==> src/rtl/adc_seq_pkg.sv <==
package adc_seq_pkg;
  typedef enum logic [1:0] {
    ST_IDLE  = 2'd0,
    ST_WAIT  = 2'd1,
    ST_START = 2'd2,
    ST_CONV  = 2'd3
  } seq_state_t;

  localparam logic [1:0] CLKSEL_RC = 2'b11;
endpackage

==> src/rtl/adc_seq_cfg.sv <==
module adc_seq_cfg
  import adc_seq_pkg::*;
(
  input  logic       clk,
  input  logic       rst_n,
  input  logic       cfg_we,
  input  logic       cfg_en,
  input  logic [1:0] cfg_clksel,
  input  logic       cfg_fmt,
  input  logic       cfg_ie,
  output logic       en_q,
  output logic       fmt_q,
  output logic       ie_q,
  output logic       rc_sel
);
  logic [1:0] clksel_q;

  always_ff @(posedge clk or negedge rst_n) begin
    if (!rst_n) begin
      en_q     <= 1'b0;
      clksel_q <= 2'b00;
      fmt_q    <= 1'b0;
      ie_q     <= 1'b0;
    end else if (cfg_we) begin
      en_q     <= cfg_en;
      clksel_q <= cfg_clksel;
      fmt_q    <= cfg_fmt;
      ie_q     <= cfg_ie;
    end
  end

  assign rc_sel = (clksel_q == CLKSEL_RC);
endmodule

==> src/rtl/adc_seq_fsm.sv <==
module adc_seq_fsm
  import adc_seq_pkg::*;
#(
  parameter int CYC_PER_INSTR = 4
) (
  input  logic clk,
  input  logic rst_n,
  input  logic en_q,
  input  logic ie_q,
  input  logic rc_sel,
  input  logic cfg_we,
  input  logic cfg_en,
  input  logic go_set,
  input  logic irq_clr,
  input  logic sleep_enter,
  input  logic sleep_exit,
  input  logic conv_valid,
  output logic conv_start,
  output logic conv_ready,
  output logic accept,
  output logic busy,
  output logic irq_flag,
  output logic wake_req,
  output logic powered_down
);
  localparam int CNT_W = (CYC_PER_INSTR > 1) ? $clog2(CYC_PER_INSTR) : 1;
  localparam logic [CNT_W-1:0] CNT_LOAD = CNT_W'(CYC_PER_INSTR - 1);

  seq_state_t       state_q;
  logic [CNT_W-1:0] cnt_q;
  logic             asleep_q;
  logic             abort;
  logic             go_ok;
  logic             pd_set;

  assign busy       = (state_q != ST_IDLE);
  assign abort      = busy && ((sleep_enter && !rc_sel) || (cfg_we && !cfg_en));
  assign conv_start = (state_q == ST_START);
  assign conv_ready = (state_q == ST_CONV) && !abort;
  assign accept     = conv_ready && conv_valid;
  assign go_ok      = go_set && en_q && !powered_down && !busy
                      && !(sleep_enter && !rc_sel);
  assign pd_set     = (sleep_enter && !rc_sel) || (accept && asleep_q && !ie_q);

  always_ff @(posedge clk or negedge rst_n) begin
    if (!rst_n) begin
      state_q <= ST_IDLE;
      cnt_q   <= '0;
    end else if (abort) begin
      state_q <= ST_IDLE;
    end else begin
      unique case (state_q)
        ST_IDLE: if (go_ok) begin
          if (rc_sel) begin
            state_q <= ST_WAIT;
            cnt_q   <= CNT_LOAD;
          end else begin
            state_q <= ST_START;
          end
        end
        ST_WAIT: begin
          if (cnt_q == '0) state_q <= ST_START;
          else             cnt_q   <= cnt_q - 1'b1;
        end
        ST_START: state_q <= ST_CONV;
        ST_CONV:  if (conv_valid) state_q <= ST_IDLE;
        default:  state_q <= ST_IDLE;
      endcase
    end
  end

  always_ff @(posedge clk or negedge rst_n) begin
    if (!rst_n) begin
      asleep_q     <= 1'b0;
      powered_down <= 1'b0;
      irq_flag     <= 1'b0;
      wake_req     <= 1'b0;
    end else begin
      if (sleep_enter)     asleep_q <= 1'b1;
      else if (sleep_exit) asleep_q <= 1'b0;

      if (pd_set)                    powered_down <= 1'b1;
      else if (sleep_exit || cfg_we) powered_down <= 1'b0;

      if (accept)       irq_flag <= 1'b1;
      else if (irq_clr) irq_flag <= 1'b0;

      wake_req <= accept && asleep_q && ie_q;
    end
  end
endmodule

==> src/rtl/adc_seq_result.sv <==
module adc_seq_result #(
  parameter int CODE_W = 10,
  parameter int HALF_W = 8
) (
  input  logic              clk,
  input  logic              rst_n,
  input  logic              load,
  input  logic [CODE_W-1:0] code,
  input  logic              fmt_right,
  input  logic              en_q,
  input  logic              hi_we,
  input  logic              lo_we,
  input  logic [HALF_W-1:0] wdata,
  output logic [HALF_W-1:0] res_hi,
  output logic [HALF_W-1:0] res_lo
);
  localparam int PAIR_W = 2 * HALF_W;
  localparam int PAD_W  = PAIR_W - CODE_W;

  logic [PAIR_W-1:0] pair_q;
  logic [PAIR_W-1:0] justified;
  logic [1:0]        sw_we;

  assign justified = fmt_right ? {{PAD_W{1'b0}}, code} : {code, {PAD_W{1'b0}}};
  assign sw_we     = {hi_we, lo_we} & {2{!en_q}};

  for (genvar h = 0; h < 2; h++) begin : g_half
    always_ff @(posedge clk or negedge rst_n) begin
      if (!rst_n)
        pair_q[h*HALF_W +: HALF_W] <= '0;
      else if (load && en_q)
        pair_q[h*HALF_W +: HALF_W] <= justified[h*HALF_W +: HALF_W];
      else if (sw_we[h])
        pair_q[h*HALF_W +: HALF_W] <= wdata;
    end
  end

  assign res_hi = pair_q[PAIR_W-1:HALF_W];
  assign res_lo = pair_q[HALF_W-1:0];
endmodule

==> src/rtl/adc_seq_ctrl.sv <==
module adc_seq_ctrl
  import adc_seq_pkg::*;
#(
  parameter int CODE_W        = 10,
  parameter int HALF_W        = 8,
  parameter int CYC_PER_INSTR = 4
) (
  input  logic              clk,
  input  logic              rst_n,
  input  logic              cfg_we,
  input  logic              cfg_en,
  input  logic [1:0]        cfg_clksel,
  input  logic              cfg_fmt,
  input  logic              cfg_ie,
  input  logic              go_set,
  input  logic              irq_clr,
  input  logic              sleep_enter,
  input  logic              sleep_exit,
  input  logic              res_hi_we,
  input  logic              res_lo_we,
  input  logic [HALF_W-1:0] res_wdata,
  output logic              conv_start,
  output logic              conv_ready,
  input  logic              conv_valid,
  input  logic [CODE_W-1:0] conv_code,
  output logic              busy,
  output logic              en_o,
  output logic              irq_flag,
  output logic              wake_req,
  output logic              powered_down,
  output logic [HALF_W-1:0] res_hi,
  output logic [HALF_W-1:0] res_lo
);
  logic en_q, fmt_q, ie_q, rc_sel, accept;

  adc_seq_cfg u_cfg (
    .clk(clk), .rst_n(rst_n), .cfg_we(cfg_we), .cfg_en(cfg_en),
    .cfg_clksel(cfg_clksel), .cfg_fmt(cfg_fmt), .cfg_ie(cfg_ie),
    .en_q(en_q), .fmt_q(fmt_q), .ie_q(ie_q), .rc_sel(rc_sel)
  );

  adc_seq_fsm #(.CYC_PER_INSTR(CYC_PER_INSTR)) u_fsm (
    .clk(clk), .rst_n(rst_n), .en_q(en_q), .ie_q(ie_q), .rc_sel(rc_sel),
    .cfg_we(cfg_we), .cfg_en(cfg_en), .go_set(go_set), .irq_clr(irq_clr),
    .sleep_enter(sleep_enter), .sleep_exit(sleep_exit),
    .conv_valid(conv_valid), .conv_start(conv_start),
    .conv_ready(conv_ready), .accept(accept), .busy(busy),
    .irq_flag(irq_flag), .wake_req(wake_req), .powered_down(powered_down)
  );

  adc_seq_result #(.CODE_W(CODE_W), .HALF_W(HALF_W)) u_res (
    .clk(clk), .rst_n(rst_n), .load(accept), .code(conv_code),
    .fmt_right(fmt_q), .en_q(en_q), .hi_we(res_hi_we), .lo_we(res_lo_we),
    .wdata(res_wdata), .res_hi(res_hi), .res_lo(res_lo)
  );

  assign en_o = en_q;
endmodule

==> config.mk <==
export PLATFORM = sky130hd
export DESIGN_NAME = adc_seq_ctrl
export DESIGN_NICKNAME = d
export VERILOG_FILES = /design/src/rtl/adc_seq_pkg.sv /design/src/rtl/adc_seq_cfg.sv /design/src/rtl/adc_seq_fsm.sv /design/src/rtl/adc_seq_result.sv /design/src/rtl/adc_seq_ctrl.sv
export SDC_FILE = /design/constraint.sdc
export NUM_CORES = 1
export LEC_CHECK = 0
export BUFFER_PORTS_ARGS = -buffer_cell sky130_fd_sc_hd__buf_4
export CORE_MARGIN = 2
export CORE_UTILIZATION = 50
export CTS_BUF_LIST = sky130_fd_sc_hd__clkbuf_4 sky130_fd_sc_hd__clkbuf_8
export DETAILED_ROUTE_END_ITERATION = 12
export HOLD_SLACK_MARGIN = 0.15
export PLACE_DENSITY_LB_ADDON = 0.12
export SLEW_MARGIN = 20
export SYNTH_ARGS = -nofsm -noshare
export SYNTH_HDL_FRONTEND = slang
export SYNTH_SLANG_ARGS = --single-unit
==> constraint.sdc <==
create_clock -name clk -period 4.1 [get_ports clk]
set_clock_uncertainty 0.15 [all_clocks]
set_input_delay 0 -clock clk [delete_from_list [all_inputs] [get_ports clk]]
set_output_delay 0 -clock clk [all_outputs]
set_load 0.005 [all_outputs]
==> results.tsv <==
metric	value	unit
synth warn	0	
I/O Buffers	55	
CP startpoint kind	register	
Vias per Instance	5.33	
RSZ-0062 raised after global routing	no	
die height	61.0	um
Clock Power Share	19.3	%
Pre-Repair DR Iteration Count	4	
routability congestion estimate	0.825	
critical-path maximum fanout	18	
hold crit path type	input port to register	
ys async rst share	100	%
DIE WIDTH	61.0	um
crit end category	register	
fin nets	301	
Fill cells	169	
worst rel slew slack	39.8	%
Iter 0 DRT Violations	155	
count of final setup violators	0	
vias in the first global route	1753	
fmax	320	MHz
Synth area leaders	dfrtp_1 (45%), mux2i_1 (8.6%), ha_1 (4.6%)	
layout cell share with drive strength beyond 1	31.9	%
Sink Count	29	
Synth Flop Type	dfrtp_1	
CP Data Arrival Time	3.19	ns
placed insts	250	
DRC viols	0	
worst skew pair latency	0.33	ns
# Max-Cap Violations	0	
P_sw	351	uW
Critical Path RT	4.17	ns
first-pass GRT wire length	8100	um
Avg Inst Size Synth	10.3	um2
Synth area leader	dfrtp_1	
worst vdd ir	0.000268	V
Core ar.	0.00308	mm2
flops & latches, synth	29	
area share of the leading cell type in the synthesized netlist	44.8	%
via count	1637	
die area	0.00371	mm2
sequential share of power	38.2	%
Setup TNS	0	ns
CTS buffer count	5	
starting density of the core	52.7	%
combinational power share	42.5	%
Layout area overhead	61.7	%
P_int	695	uW
post-DP HPWL	2950	um
initial antenna violation count	0	
cts hold-fix bufs	49	
Cell Rows	20	
fin crit period	3.13	ns
largest net degree at the start of global routing	30	
Fin. Hold Viols	0	
outcome	finished, final reports clean	
grt ovf	0	
Post-CTS Resized	0	
Pwr Density	399	mW/mm2
post-route ant nets	0	
CTS root buf	clkbuf_4	
TritonCTS clock tree	yes	
synthesized area	0.00162	mm2
critical path class	register to register	
Synth Instances	158	
H-tree depth	2	
leakage power	1.24	nW
clock buffer depth	2	
Avg WL per Cell	16.6	um
Cell variety after synth	35	
clk slew on worst S/H paths	0.09	ns
WL met1	2130	um
Worst Tran Pin Value	0.902	ns
sequential share of the synthesized area	44.8	%
met3 wire len	312	um
number of synthesized flops with an enable pin	0	
Total Routing Usage GR	30.4	%
fin. max-slew vios	0	
Syn Nets	197	
Setup Buffers After CTS	0	
Sw Ratio	33.6	%
Highest Signal Layer	met4	
final wirelength	5100	um
# diodes	0	
DR WL met2	2570	um
Tcrit/Tclk final	76.3	%
Finished Layout Cells	307	
num ports	56	
==> path summary, 6_finish.rpt <==
path	start	to	slack [ns]	cells past startpoint
worst max-delay path	u_fsm.state_q[0]$_DFFE_PN0P_	u_res.res_lo[1]$_DFFE_PN0P_	0.97	8
worst min-delay path	res_hi_we	u_res.res_hi[0]$_DFFE_PN0P_	0.18	4
worst max register to register	u_fsm.state_q[0]$_DFFE_PN0P_	u_res.res_lo[1]$_DFFE_PN0P_	0.97	8
worst min register to register	u_cfg.ie_q$_DFFE_PN0P_	u_fsm.powered_down$_DFFE_PN0P_	0.37	1
max in group asynchronous	rst_n	u_res.res_lo[5]$_DFFE_PN0P_	3.06	4
min in group asynchronous	rst_n	u_fsm.wake_req$_DFF_PN0_	0.57	4
==> state kept, by name, summed over array words and instances (netlist names) <==
signal / count
u_fsm.asleep_q: 1
u_res.res_hi: 8
u_fsm.state_q: 2
u_fsm.powered_down: 1
u_cfg.ie_q: 1
u_fsm.cnt_q: 2
u_cfg.clksel_q: 2
u_fsm.wake_req: 1
u_fsm.irq_flag: 1
u_res.res_lo: 8
u_cfg.fmt_q: 1
u_cfg.en_q: 1
==> Yosys cell counts (2+ instances only) <==
| master | instances |
|---|---|
| dfrtp_1 | 29 |
| nand2_1 | 17 |
| mux2i_1 | 14 |
| inv_1 | 10 |
| nand3_1 | 9 |
| o21ai_2 | 8 |
| a21oi_1 | 6 |
| ha_1 | 6 |
| mux2_2 | 6 |
| nand3b_1 | 5 |
| nor2_1 | 5 |
| nor2b_1 | 4 |
| o21ai_0 | 4 |
| and2_1 | 3 |
| buf_6 | 3 |
| nand2b_1 | 3 |
| o211ai_1 | 3 |
| o21ai_1 | 3 |
| a211oi_1 | 2 |
| buf_1 | 2 |
| o221a_2 | 2 |
==> power by group through the flow <==
stage                     combinational (mW)  clock [mW]  sequential, mW
after global routing                   0.487       0.216           0.407
after detailed placement               0.362           0           0.401
after global placement                 0.346           0           0.396
final                                  0.445       0.201           0.399
after floorplan                        0.200           0           0.392
after CTS                              0.431       0.204           0.396
==> layout make-up <==
type | count | area [um2] | area share, %
clock buffer | 7 | 65.1 | 2.48
clock inverter | 1 | 5.00 | 0.191
inverter | 10 | 37.5 | 1.43
multi-input combinational | 111 | 812 | 31.0
sequential | 29 | 726 | 27.7
tap | 44 | 55.1 | 2.10
timing repair buffer | 105 | 921 | 35.1
==> cells in the final DEF, fill, tap and decap left out <==
master	instances
buf_4	56
dlygate4sd3_1	48
dfrtp_1	29
nand2_1	17
mux2i_1	14
inv_1	10
nand3_1	9
o21ai_2	8
a21oi_1	6
mux2_2	6
ha_1	6
nor2_1	5
nand3b_1	5
clkbuf_4	5
nor2b_1	4
o21ai_0	4
o21ai_1	3
and2_1	3
nand2b_1	3
o211ai_1	3
a211oi_1	2
o221a_2	2
clkbuf_8	2
a21boi_1	1
nand4_1	1
o32ai_2	1
or2_2	1
a311oi_1	1
nor3b_1	1
a311oi_4	1
a21o_1	1
a22o_1	1
and3_1	1
nor3_1	1
clkinv_2	1
buf_12	1
==> through the flow <==
step	setup WS, ns	utilization [%]	total power, mW	cell area [um2]	hold WS, ns
3_5_place_dp	1.60	66.6	0.763	2050	-0.208
2_1_floorplan	2.31	-	0.592	1620	-0.446
4_1_cts	1.02	85.2	1.03	2620	0.162
6_report	0.973	85.2	1.05	2620	0.179
3_3_place_gp	1.70	66.6	0.742	2050	-0.210
5_1_grt	0.788	85.2	1.11	2620	0.180
==> critical path, cell delays in order (launching register included) <==
cell and delay [ns]:
dfrtp_1 0.43, inv_1 0.13, ha_1 0.27, inv_1 0.13, a311oi_4 0.80, buf_4 0.33
nand2_1 0.08, o221a_2 0.13, dlygate4sd3_1 0.57
==> metal layers <==
layer / global-route usage, % / vias up
met3: 7.46 / 15
li1: - / 767
met5: 0 / -
met4: 12.1 / 0
met1: 37.4 / 778
met2: 51.2 / 77
==> kinds of logic after synthesis <==
family / Yosys count / synth area share [%]
simple gates: 51 / 16.0
compound gates: 34 / 16.0
flops: 29 / 44.8
mux: 20 / 12.8
buf+inv: 18 / 5.86
fa+ha+maj: 6 / 4.63
Power figures use the tool's default switching activity.
